`config.mk`:
```
export PLATFORM = sky130hd
export DESIGN_NAME = perf_count_unit
export DESIGN_NICKNAME = d
export VERILOG_FILES = /design/src/rtl/pcu_pkg.sv /design/src/rtl/pcu_ctrl_reg.sv /design/src/rtl/pcu_prescaler.sv /design/src/rtl/pcu_counter.sv /design/src/rtl/perf_count_unit.sv
export SDC_FILE = /design/constraint.sdc
export NUM_CORES = 1
export LEC_CHECK = 0
export ABC_AREA = 1
export CORE_MARGIN = 2
export CORE_UTILIZATION = 57
export DETAILED_ROUTE_END_ITERATION = 10
export PLACE_DENSITY = 0.82
export RECOVER_POWER = 25
export SYNTH_ARGS = -nofsm -noshare
export SYNTH_HDL_FRONTEND = slang
export SYNTH_SLANG_ARGS = --single-unit
```
`constraint.sdc`:
```
create_clock -name clk -period 2.1 [get_ports clk]
set_input_delay 0.315 -clock clk [delete_from_list [all_inputs] [get_ports clk]]
set_output_delay 0.315 -clock clk [all_outputs]
set_load 0.01 [all_outputs]
```
`src/rtl/pcu_pkg.sv`:
```
package pcu_pkg;
  localparam int REG_W     = 32;
  localparam int EVT_NUM   = 64;
  localparam int SEL_W     = 6;
  localparam int NUM_CTR   = 3;
  localparam int SEL1_LO   = 18;
  localparam int SEL0_LO   = 12;
  localparam int FLAG_LO   = 8;
  localparam int IE_LO     = 4;
  localparam int SCALE_BIT = 3;
  localparam int CRST_BIT  = 2;
  localparam int ARST_BIT  = 1;
  localparam int EN_BIT    = 0;

  typedef enum logic [1:0] {
    ADDR_CTRL = 2'd0,
    ADDR_CYC  = 2'd1,
    ADDR_EV0  = 2'd2,
    ADDR_EV1  = 2'd3
  } reg_addr_e;

  typedef struct packed {
    logic [SEL_W-1:0]   sel1;
    logic [SEL_W-1:0]   sel0;
    logic [NUM_CTR-1:0] ie;
    logic               scale;
    logic               en;
  } ctrl_t;
endpackage

```
`src/rtl/pcu_ctrl_reg.sv`:
```
module pcu_ctrl_reg
  import pcu_pkg::*;
(
  input  logic               clk,
  input  logic               rst_n,
  input  logic               wr_ctrl,
  input  logic [REG_W-1:0]   wdata,
  input  logic [NUM_CTR-1:0] ovf,
  output ctrl_t              ctrl,
  output logic [NUM_CTR-1:0] flags,
  output logic               clr_cyc,
  output logic               clr_all,
  output logic [REG_W-1:0]   rd_ctrl
);
  logic [NUM_CTR-1:0] w1c_mask;
  logic               unused_bits;

  assign unused_bits = ^{wdata[31:24], wdata[11], wdata[7]};
  assign w1c_mask = wr_ctrl ? wdata[FLAG_LO +: NUM_CTR] : '0;
  assign clr_cyc  = wr_ctrl & wdata[CRST_BIT];
  assign clr_all  = wr_ctrl & wdata[ARST_BIT];

  always_ff @(posedge clk or negedge rst_n) begin
    if (!rst_n) begin
      ctrl  <= '0;
      flags <= '0;
    end else begin
      if (wr_ctrl) begin
        ctrl.sel1  <= wdata[SEL1_LO +: SEL_W];
        ctrl.sel0  <= wdata[SEL0_LO +: SEL_W];
        ctrl.ie    <= wdata[IE_LO +: NUM_CTR];
        ctrl.scale <= wdata[SCALE_BIT];
        ctrl.en    <= wdata[EN_BIT];
      end
      flags <= (flags & ~w1c_mask) | ovf;
    end
  end

  always_comb begin
    rd_ctrl = '0;
    rd_ctrl[SEL1_LO +: SEL_W]    = ctrl.sel1;
    rd_ctrl[SEL0_LO +: SEL_W]    = ctrl.sel0;
    rd_ctrl[FLAG_LO +: NUM_CTR]  = flags;
    rd_ctrl[IE_LO +: NUM_CTR]    = ctrl.ie;
    rd_ctrl[SCALE_BIT]           = ctrl.scale;
    rd_ctrl[EN_BIT]              = ctrl.en;
  end
endmodule

```
`src/rtl/pcu_prescaler.sv`:
```
module pcu_prescaler #(
  parameter int PRESCALE = 64
) (
  input  logic clk,
  input  logic rst_n,
  input  logic clear,
  input  logic run,
  output logic tick
);
  localparam int PW = (PRESCALE > 2) ? $clog2(PRESCALE) : 1;
  localparam logic [PW-1:0] LAST = PW'(PRESCALE - 1);

  logic [PW-1:0] phase;

  assign tick = (phase == LAST);

  always_ff @(posedge clk or negedge rst_n) begin
    if (!rst_n) begin
      phase <= '0;
    end else if (clear) begin
      phase <= '0;
    end else if (run) begin
      phase <= tick ? '0 : phase + 1'b1;
    end
  end
endmodule

```
`src/rtl/pcu_counter.sv`:
```
module pcu_counter #(
  parameter int W = 32
) (
  input  logic         clk,
  input  logic         rst_n,
  input  logic         clear,
  input  logic         load,
  input  logic [W-1:0] load_val,
  input  logic         inc,
  output logic [W-1:0] value,
  output logic         ovf
);
  assign ovf = inc & ~clear & ~load & (&value);

  always_ff @(posedge clk or negedge rst_n) begin
    if (!rst_n) begin
      value <= '0;
    end else if (clear) begin
      value <= '0;
    end else if (load) begin
      value <= load_val;
    end else if (inc) begin
      value <= value + 1'b1;
    end
  end
endmodule

```
`src/rtl/perf_count_unit.sv`:
```
module perf_count_unit
  import pcu_pkg::*;
#(
  parameter int CNT_W    = 32,
  parameter int PRESCALE = 64
) (
  input  logic               clk,
  input  logic               rst_n,
  input  logic               reg_wr,
  input  logic [1:0]         reg_addr,
  input  logic [REG_W-1:0]   reg_wdata,
  output logic [REG_W-1:0]   reg_rdata,
  input  logic [EVT_NUM-1:0] events,
  output logic               irq
);
  ctrl_t                          ctrl;
  logic [NUM_CTR-1:0]             flags;
  logic [NUM_CTR-1:0]             ovf;
  logic [NUM_CTR-1:0]             inc_vec;
  logic [NUM_CTR-1:0]             clr_vec;
  logic [NUM_CTR-1:0]             load_vec;
  logic [NUM_CTR-1:0][CNT_W-1:0]  cnt_q;
  logic [REG_W-1:0]               rd_ctrl;
  logic                           clr_cyc;
  logic                           clr_all;
  logic                           tick;
  logic                           wr_ctrl;

  assign wr_ctrl = reg_wr && (reg_addr == ADDR_CTRL);

  pcu_ctrl_reg u_ctrl (
    .clk     (clk),
    .rst_n   (rst_n),
    .wr_ctrl (wr_ctrl),
    .wdata   (reg_wdata),
    .ovf     (ovf),
    .ctrl    (ctrl),
    .flags   (flags),
    .clr_cyc (clr_cyc),
    .clr_all (clr_all),
    .rd_ctrl (rd_ctrl)
  );

  pcu_prescaler #(.PRESCALE(PRESCALE)) u_pre (
    .clk   (clk),
    .rst_n (rst_n),
    .clear (clr_cyc | clr_all),
    .run   (ctrl.en & ctrl.scale),
    .tick  (tick)
  );

  assign inc_vec[0] = ctrl.en & (~ctrl.scale | tick);
  assign inc_vec[1] = ctrl.en & events[ctrl.sel0];
  assign inc_vec[2] = ctrl.en & events[ctrl.sel1];
  assign clr_vec    = {clr_all, clr_all, clr_all | clr_cyc};

  for (genvar k = 0; k < NUM_CTR; k++) begin : g_ctr
    assign load_vec[k] = reg_wr && (reg_addr == 2'(k + 1));
    pcu_counter #(.W(CNT_W)) u_cnt (
      .clk      (clk),
      .rst_n    (rst_n),
      .clear    (clr_vec[k]),
      .load     (load_vec[k]),
      .load_val (reg_wdata[CNT_W-1:0]),
      .inc      (inc_vec[k]),
      .value    (cnt_q[k]),
      .ovf      (ovf[k])
    );
  end

  always_comb begin
    reg_rdata = '0;
    case (reg_addr)
      ADDR_CTRL: reg_rdata = rd_ctrl;
      ADDR_CYC:  reg_rdata[CNT_W-1:0] = cnt_q[0];
      ADDR_EV0:  reg_rdata[CNT_W-1:0] = cnt_q[1];
      default:   reg_rdata[CNT_W-1:0] = cnt_q[2];
    endcase
  end

  assign irq = |(flags & ctrl.ie);
endmodule

```
# [Yosys cells after proc, flatten, opt, wreduce, memory -nomap -nowiden]
# Index checks and enable logic that the tools add are counted.
# W data, S select, Z words.
[op_classes] n_eq_ne=4 n_reduce_logical=13 n_bitwise=27 n_addsub=4 order_cmp=2 muxes=18
[op_table] operator="$mux W32" n=9
[op_table] operator="$add A32 B1 Y32 const B" n=3
[op_table] operator="$pmux W32 S3" n=1
[op_table] operator="$reduce_and A32 Y1" n=3
[op_table] operator="$mux W6" n=3
[op_table] operator="$and A1 B1 Y1" n=15
[op_table] operator="$lt A6 B7 Y1 const B" n=2
[op_table] operator="$bmux W1 S6" n=2
[op_table] operator="$reduce_bool A3 Y1" n=3
[op_table] operator="$add A6 B1 Y6 const B" n=1
[op_table] operator="$and A3 B3 Y3" n=2
[op_table] operator="$eq A6 B6 Y1 const B" n=1
[op_table] operator="$not A1 Y1" n=6
[op_table] operator="$eq A2 B2 Y1 const B" n=2
[op_table] operator="$logic_and A1 B1 Y1" n=4
[op_table] operator="$mux W3" n=1
[op_table] operator="$not A3 Y3" n=1
[op_table] operator="$or A3 B3 Y3" n=1
[op_table] operator="$reduce_or A3 Y1" n=1
[op_table] operator="$eq A2 B1 Y1 const B" n=1
[op_table] operator="$logic_not A2 Y1" n=1
[op_table] operator="$mux W1" n=2
[op_table] operator="$or A1 B1 Y1" n=2
[op_table] operator="$reduce_bool A2 Y1" n=1
[totals] register_bits=122 word_cells=78 output_inout_bits=33

# [Logic depth before layout (Yosys ltp)]
# Gate-level depths: netlist (run 1).
[logic_depth] word_depth=9 ltp_mapped=16 mapped_depth_nobuf=14

# [Hierarchy]
# A second synthesis (run 1) with hierarchy kept.
[hier_totals] cells_unflattened=1932 hier_area_um2=11303.3
[by_module_without_submodules] module="pcu_counter" area_per_inst_um2=2536.2 seq_area_each_um2=800.8 n_inst=3 cells_each=422
[by_module_without_submodules] module="perf_count_unit" area_per_inst_um2=2274.7 seq_area_each_um2=0.0 n_inst=1 cells_each=491
[by_module_without_submodules] module="pcu_ctrl_reg" area_per_inst_um2=1078.5 seq_area_each_um2=500.5 n_inst=1 cells_each=124
[by_module_without_submodules] module="pcu_prescaler" area_per_inst_um2=341.6 seq_area_each_um2=150.1 n_inst=1 cells_each=51

# [Least setup slack after synthesis (run 1)]
# No wires, ideal clock.
[synth_timing] kind="register -> register" from="reg g_ctr[2].u_cnt.value[0]" to="reg g_ctr[2].u_cnt.value[24]" t_required_ns=2.034 setup_time_ns=0.066 arrival_time_ns=1.626 n_path_buf=0 synth_period_minus_slack_ns=1.692 setup_slack_ns=0.408 stages_incl_launch_ff=13 cell_sequence="dfrtp_1 ha_1 nand2_1 nor2_2 nand2_1 nor2_1 nand2_1 nor2_2 nand2_1 xor2_1 a21oi_1 nand2_1 nand2_1"
[synth_between] elab_chain_cells=4
[synth_lines] element="from (decl)" line_no="pcu_counter.sv:10" rtl="output logic [W-1:0] value,"
[synth_lines] element="from (signal assigned)" line_no="pcu_counter.sv:21" rtl="value <= load_val;"
[synth_lines] element="from (signal assigned)" line_no="pcu_counter.sv:23" rtl="value <= value + 1'b1;"
[synth_lines] element="$add A32 B1 Y32" line_no="pcu_counter.sv:23"
[synth_lines] element="$mux W32" line_no="pcu_counter.sv:22" rtl="end else if (inc) begin"
[synth_lines] element="$mux W32" line_no="pcu_counter.sv:20" rtl="end else if (load) begin"
[synth_lines] element="$mux W32" line_no="pcu_counter.sv:18" rtl="end else if (clear) begin"
# Every way passes these cells. The select of a mux whose other input is x is not followed.
# A chain may end at the register's enable or synchronous reset.

# [Final worst setup path (run 1)]
[layout_timing] from="reg g_ctr[1].u_cnt.value[22]" to="out reg_rdata[22]"
[layout_between] elab_chain_cells=1
[layout_lines] element="from (decl)" line_no="pcu_counter.sv:10"
[layout_lines] element="from (signal assigned)" line_no="pcu_counter.sv:21"
[layout_lines] element="from (signal assigned)" line_no="pcu_counter.sv:23"
[layout_lines] element="$pmux W32 S3" line_no="perf_count_unit.sv:73" rtl="case (reg_addr)"
[layout_lines] element="to (decl)" line_no="perf_count_unit.sv:12" rtl="output logic [REG_W-1:0] reg_rdata,"
# Every way passes these cells.

==> results.py, run 1 <==
metrics = {
    "critical_path": {
        "critical_path_buf_inv_count": 3,
        "cp.depth": 6,
        "critPathTopFamily": "buffers and inverters",
        "arrival_ns": 1.74,
        "endpoint": "reg_rdata[22]",
        "start_kind": "flip-flop",
        "slowest_delay_ns": 0.43,
        "slowest_stage": "dfrtp_1",
        "r2r_end": "g_ctr[1].u_cnt.value[31]$_DFFE_PN0P_",
        "cp-startpoint": "g_ctr[1].u_cnt.value[22]$_DFFE_PN0P_",
        "r2r_slack_ns": 0.07,
        "required_ns": 1.78,
        "crit_fanout": 3,
        "worstReg2RegStart": "g_ctr[1].u_cnt.value[1]$_DFFE_PN0P_",
        "endpoint_kind": "output port",
        "worstPathCellList": "inv_2, o22ai_1, a21oi_1, o21ai_1, buf_4, dlygate4sd2_1",
        "ff2ff_path_depth": 10,
        "crit_type": "flip-flop to output port",
    },
    "die": {
        "coreArea_um2": 17960,
        "placementRows": 49,
        "die_x_um": 139.1,
        "start_util": 0.5794,
        "ios": 134,
        "die_h_um": 139.1,
        "die_area_um2": 19360,
    },
    "clock_tree": {
        "cts_buffer_depth": 2,
        "cts_tree": "built",
        "clock-root-buffer": "clkbuf_16",
        "clk_latency_ns": 0.44,
        "clkTransAtPathRegs_ns": 0.07,
        "clock_sinks": 122,
        "cts-buffers-inserted": 17,
        "cts-htree-levels": 4,
    },
    "yosys": {
        "synthArstFlopShare": 1.000,
        "synth_top_cell_area_share": 0.2933,
        "synthCells": 1668,
        "synthFlopType": "dfrtp_1",
        "syn_area_um2": 10410,
        "yosysTopAreaCell": "dfrtp_1",
        "yosys_warnings": 0,
        "synth_edf_count": 0,
        "syn_nets": 1773,
        "syn_avg_cell_area_um2": 6.239,
        "synth.distinct_cells": 49,
        "synthTopCellsByArea": "dfrtp_1, nand2_1, nand3_1",
        "yosysSeqAreaShare": 0.2933,
        "yosys_register_bits": 122,
    },
    "detailed_routing": {
        "drcViolationCount": 0,
        "drt_wl_total_um": 44810,
        "vias_per_cell": 6.263,
        "ant_nets": 0,
        "wl_per_cell_um": 21.20,
        "vias": 13240,
        "dr.pass1.iters": 10,
        "drt_iter0_drc": 1888,
    },
    "finish": {
        "seq_area_um2": 3060,
        "multi_input_area_um2": 6435,
        "fin_area_um2": 13500,
        "fillerInstances": 1454,
        "syn2layout_area_growth_pct": 29.68,
        "post_route_cells_drive_above_1_share": 0.1291,
        "fin_util": 0.7513,
        "nets": 1974,
    },
    "sta": {
        "setup_viol": 0,
        "max_freq_mhz": 485.7,
        "whs_ns": 0.5062,
        "worstMarginPinSlew_ns": 0.8345,
        "skew_ns": 0.01185,
        "final.period_utilization": 0.9805,
        "maxSlewHeadroom": 0.4437,
        "hold_viol": 0,
        "finalWorstPathRequiredPeriod_ns": 2.059,
        "final-max-slew-violation-count": 0,
        "finalSetupTns_ns": 0,
    },
    "placed_design": {
        "port_buffers": 133,
        "dpl_cell_area_um2": 12640,
        "dp_hpwl_um": 33230,
        "routabilityCongestion": 1.077,
    },
    "grt": {
        "antenna_found_initial": 4,
        "grt_pass1_vias": 12310,
        "grt_pass1_wl_um": 67950,
        "grt_start_max_net_pins": 53,
        "grt_overflow_total": 0,
        "track_usage": 0.4518,
    },
    "power": {
        "power_density_nw_per_um2": 1107,
        "p_leak_nw": 6.388,
        "p_total_mw": 14.94,
        "irDropWorstVdd_mv": 0.8471,
    },
    "hold_path": {
        "hold_class": "flip-flop to flip-flop",
    },
    "status": {
        "status": "complete, no violations",
    },
    "flow_run": {
        "cap_violations": 0,
    },
}
[final cells by class]
cell class | count | share of cell area
inverter | 146 | 0.04311
sequential | 122 | 0.2268
multi-input combinational | 1321 | 0.4768
clock buffer | 19 | 0.03356
timing repair inverter | 1 | 0.0006489
antenna | 3 | 0.0005562
tap | 229 | 0.02123
timing repair buffer | 260 | 0.1840
clock inverter | 13 | 0.01335
[cells in the mapped netlist (2+ instances only)]
library cell	n
o2111ai_1	5
o211ai_1	19
nand2_1	548
a21oi_1	76
a32o_1	2
a31oi_1	3
inv_4	8
nor2_8	3
a211oi_1	9
buf_1	4
nor3_2	3
clkinv_1	3
inv_2	12
xnor2_1	5
buf_6	8
nor2_2	5
inv_1	123
o21ai_0	111
xor2_1	42
dfrtp_1	122
nor4_1	5
nand2_4	5
o221ai_1	3
nand2_2	4
nand4_1	19
o21ai_1	30
ha_1	4
nor3_1	46
buf_4	13
nor2_1	106
o22ai_1	25
nor2_4	4
nand3_1	220
clkbuf_1	31
or2_2	2
nand2b_1	2
buf_2	24
nand3b_1	3
[through the flow]
stage	cells	worst slack, ns
4_1_cts	2103	0.01048
6_report	2114	0.04094
5_1_grt	2111	-0.005581
3_3_place_gp	2067	-0.4922
2_1_floorplan	1668	0.4082
3_5_place_dp	2067	-0.5154
[kinds of logic after synthesis]
group,after synthesis,synth area share
buffers and inverters,226,0.09678
XOR/XNOR,47,0.03955
flip-flops,122,0.2933
AND/OR/NAND/NOR,979,0.4094
adder cells (fa/ha/maj),4,0.004809
AO/OA/AOI/OAI,290,0.1562
[placed cells by master (no fill, tap or decap), types with 6 or more instances in the layout]
master	synthesis	layout
nor2_1	106	99
a211oi_1	9	9
inv_2	12	24
o21ai_1	30	32
dfrtp_1	122	116
a21oi_1	76	76
clkdlybuf4s50_1	0	98
inv_4	8	7
dfrtp_2	0	6
xor2_1	42	42
nor2_2	5	11
clkbuf_16	0	18
o21ai_0	111	109
nand2_2	4	6
dlygate4sd2_1	0	26
nor3_1	46	46
o22ai_1	25	25
buf_12	0	15
buf_4	13	104
nand2_1	548	545
nand4_1	19	19
o211ai_1	19	19
inv_1	123	110
nand3_1	220	220
[power by group]
group | switching (mW) | internal [mW] | total (mW)
registers | 1.58 | 3.33 | 4.91
clock network | 1.28 | 1.97 | 3.25
logic | 4.14 | 2.64 | 6.77
[state kept, by name, summed over array words and instances, names as in the netlist]
signal	flops
u_ctrl.ctrl	17
g_ctr.u_cnt.value	96
u_pre.phase	6
u_ctrl.flags	3
[worst min-delay path by stage]
stage / start / to / slack [ns] / depth (start not counted)
after CTS: rst_n / g_ctr[0].u_cnt.value[14]$_DFFE_PN0P_ / 0.41 / 2
after global placement: rst_n / g_ctr[0].u_cnt.value[25]$_DFFE_PN0P_ / 0.29 / 1
after floorplan: rst_n / g_ctr[0].u_cnt.value[0]$_DFFE_PN0P_ / 0.02 / 0
final: u_pre.phase[4]$_DFFE_PN0P_ / u_pre.phase[4]$_DFFE_PN0P_ / 0.51 / 1
after global routing: u_pre.phase[4]$_DFFE_PN0P_ / u_pre.phase[4]$_DFFE_PN0P_ / 0.52 / 1
after detailed placement: rst_n / u_ctrl.ctrl[11]$_DFFE_PN0N_ / 0.29 / 1
[routing by layer]
metal | GRT usage | vias up | part of all wire
met5 | 0 | - | 0.00022
met4 | 0.2764 | 2 | 0.071
met3 | 0.1488 | 206 | 0.14
met2 | 0.6676 | 1053 | 0.42
met1 | 0.5743 | 6010 | 0.37
li1 | - | 5970 | -
[timing repair]
item                                   4_1_cts  5_1_grt
endpoints found under the hold margin       27        0
setup endpoints to repair                   32       91
gates resized for setup                     42       58
setup buffers                                3        5
pin swaps                                    0        4
gates cloned                                 0        3
hold buffers                                 1        0
Note: power is estimated with default switching activity, not from simulation.
==> run 2, diff against run 1 <==
--- a/config.mk
+++ b/config.mk
@@ -5,11 +5,11 @@
 export SDC_FILE = /design/constraint.sdc
 export NUM_CORES = 1
 export LEC_CHECK = 0
-export ABC_AREA = 1
+export ABC_AREA = 0
 export CORE_MARGIN = 2
-export CORE_UTILIZATION = 57
+export CORE_UTILIZATION = 55
 export DETAILED_ROUTE_END_ITERATION = 10
-export PLACE_DENSITY = 0.82
+export PLACE_DENSITY = 0.81
 export RECOVER_POWER = 25
 export SYNTH_ARGS = -nofsm -noshare
 export SYNTH_HDL_FRONTEND = slang
==> results.py, run 2 <==
metrics = {
    "detailed_routing": {
        "vias_per_cell": 7.157,
        "drt_wl_total_um": 39290,
        "drt_iter0_drc": 1429,
        "ant_nets": 0,
        "wl_per_cell_um": 27.77,
        "dr.pass1.iters": 7,
        "drcViolationCount": 0,
        "vias": 10130,
    },
    "yosys": {
        "synth_top_family_by_area": "multiplexers",
        "synth_top_cell_area_share": 0.3501,
        "yosys_warnings": 0,
        "syn_avg_cell_area_um2": 9.753,
        "yosysSeqAreaShare": 0.3501,
        "synth_compound_area_frac": 0.1831,
        "yosys_register_bits": 122,
        "synthMuxAreaShare": 0.1855,
        "synth_xor_area_frac": 0.08136,
        "yosysTopAreaCell": "dfrtp_1",
        "synthCells": 894,
        "synthFlopType": "dfrtp_1",
        "yosysMostFrequentCell": "dfrtp_1",
        "synth-simple-area-share": 0.1553,
        "synthAdderAreaFrac": 0.005740,
        "synth_edf_count": 0,
        "synth_common_cells": "dfrtp_1, nand2_1, a21oi_1, o21ai_0, xnor2_1",
        "synthArstFlopShare": 1.000,
        "synthTopCellsByArea": "dfrtp_1, mux4_2, xnor2_1",
        "syn_area_um2": 8720,
        "syn_nets": 999,
        "synth.distinct_cells": 63,
    },
    "status": {
        "status": "finished with violations",
        "violations": "max-capacitance violations, max-slew violations, negative setup slack",
    },
    "finish": {
        "fillerInstances": 759,
        "layout_common_cells": "buf_4, dfrtp_1, clkdlybuf4s50_1, nand2_1, a21oi_1",
        "largest_reg_flops": 96,
        "nets": 1291,
        "final_common_cell": "buf_4",
        "fin_area_um2": 13330,
        "top_register": "g_ctr.u_cnt.value",
        "antenna_cells": 0,
        "instances_no_fill": 1415,
        "syn2layout_area_growth_pct": 52.92,
        "fin_util": 0.8486,
        "top_regs": "g_ctr.u_cnt.value x96, u_ctrl.ctrl x17, u_pre.phase x6",
        "post_route_cells_drive_above_1_share": 0.3636,
    },
    "clock_tree": {
        "cts_tree": "built",
        "cts-buffers-inserted": 17,
        "clk_latency_ns": 0.45,
        "clock_sinks": 122,
        "clock-root-buffer": "clkbuf_16",
        "clkTransAtPathRegs_ns": 0.06,
        "cts_buffer_depth": 2,
        "cts-htree-levels": 4,
    },
    "sta": {
        "rsz0062_at_grt": "true",
        "finalSetupTns_ns": -36.57,
        "setup_viol": 70,
        "max_freq_mhz": 349.9,
        "final-max-slew-violation-count": 25,
        "whs_ns": 0.5381,
        "maxSlewHeadroom": -0.004856,
        "skew_ns": 0.01239,
        "setup_slack_ns": -0.7581,
        "worstMarginPinSlew_ns": 1.507,
        "final.period_utilization": 1.361,
        "hold_viol": 0,
        "finalWorstPathRequiredPeriod_ns": 2.858,
    },
    "grt": {
        "track_usage": 0.4072,
        "grt_start_max_net_pins": 57,
        "antenna_found_initial": 0,
        "grt_pass1_vias": 9615,
        "grt_pass1_wl_um": 52370,
        "grt_overflow_total": 0,
    },
    "power": {
        "power_density_nw_per_um2": 894.7,
        "p_leak_nw": 5.324,
        "irDropWorstVdd_mv": 0.6337,
        "p_total_mw": 11.93,
    },
    "die": {
        "placementRows": 46,
        "die_x_um": 129.9,
        "ios": 134,
        "die_area_um2": 16880,
        "start_util": 0.5549,
        "die_h_um": 129.9,
        "coreArea_um2": 15710,
    },
    "placed_design": {
        "port_buffers": 133,
        "dpl_cell_area_um2": 11870,
        "dp_hpwl_um": 22570,
        "dp.cells": 1347,
        "place_ws_ns": -0.7723,
        "routabilityCongestion": 0.9670,
    },
    "critical_path": {
        "endpoint_kind": "flip-flop",
        "crit_fanout": 20,
        "crit_type": "flip-flop to flip-flop",
        "start_kind": "flip-flop",
        "arrival_ns": 3.16,
        "required_ns": 2.40,
    },
    "flow_run": {
        "cap_violations": 1,
    },
    "hold_path": {
        "hold_class": "primary input to flip-flop",
    },
}
==> run 2: cell type report <==
type	instances	area (um2)	area share
Multi-Input combinational cell	692	6106	0.4579
Timing Repair Buffer	339	3203	0.2402
Sequential cell	122	3063	0.2297
Clock buffer	22	474.2	0.03556
Tap cell	216	270.3	0.02027
Clock inverter	10	165.2	0.01239
Inverter	14	52.55	0.003941
==> run 2: path summary, 6_finish.rpt <==
check,startpoint,slack (ns),cells after the start,endpoint
setup / recovery,u_ctrl.ctrl[5]$_DFFE_PN0N_,-0.76,11,g_ctr[1].u_cnt.value[29]$_DFFE_PN0P_
setup reg to reg,u_ctrl.ctrl[5]$_DFFE_PN0N_,-0.76,11,g_ctr[1].u_cnt.value[29]$_DFFE_PN0P_
hold reg to reg,u_ctrl.ctrl[4]$_DFFE_PN0N_,0.55,1,u_ctrl.ctrl[4]$_DFFE_PN0N_
hold / removal,reg_wdata[30],0.54,3,g_ctr[1].u_cnt.value[30]$_DFFE_PN0P_
max in group asynchronous,rst_n,0.19,3,g_ctr[2].u_cnt.value[23]$_DFFE_PN0P_
min in group asynchronous,rst_n,0.77,2,u_pre.phase[3]$_DFFE_PN0P_
==> run 2: logic make-up after synthesis <==
kind of cell    after synthesis
compound gates              241
xor+xnor                     81
fa+ha+maj                     4
buf+inv                      80
flops                       122
mux                          98
simple gates                268
==> run 2: repair_timing <==
action | in CTS | in global routing
hold buffers | 1 | 0
pin swaps | 7 | 44
cloned | 0 | 2
endpoints found under the hold margin | 23 | 0
setup buffers | 21 | 12
endpoints found under the setup margin | 101 | 100
resized for setup | 98 | 83
==> run 2: power breakdown <==
part           total (mW)  switching (mW)  internal, mW
sequential           3.43           0.580          2.85
clock                3.24            1.16          2.08
combinational        5.26            2.61          2.64
total                11.9            4.36          7.57
==> run 2: metal layers <==
layer  GRT usage  part of all wire  up-vias
met5           0                 0        -
met4      0.2385             0.095        0
met3     0.08979              0.13      358
met2      0.6674              0.45     1019
met1      0.4973              0.33     4803
li1            -                 -     3947
==> run 2: critical path, stage by stage (launching register included) <==
cell       delay [ns]
dfrtp_1          0.38
buf_12           0.20
buf_6            0.12
mux4_2           0.53
nor2_4           0.11
o21ai_2          0.07
o2111ai_2        0.28
buf_12           0.21
a2111oi_4        0.09
buf_6            0.17
mux2i_1          0.15
a21oi_1          0.38
==> run 3, diff against run 2 <==
--- a/config.mk
+++ b/config.mk
@@ -8,9 +8,11 @@
 export ABC_AREA = 0
 export CORE_MARGIN = 2
 export CORE_UTILIZATION = 55
+export CTS_CLUSTER_SIZE = 25
 export DETAILED_ROUTE_END_ITERATION = 10
 export PLACE_DENSITY = 0.81
 export RECOVER_POWER = 25
+export SLEW_MARGIN = 30
 export SYNTH_ARGS = -nofsm -noshare
 export SYNTH_HDL_FRONTEND = slang
 export SYNTH_SLANG_ARGS = --single-unit
==> results of run 3 <==
The final DEF is identical to that of run 2; final timing and power are the same.
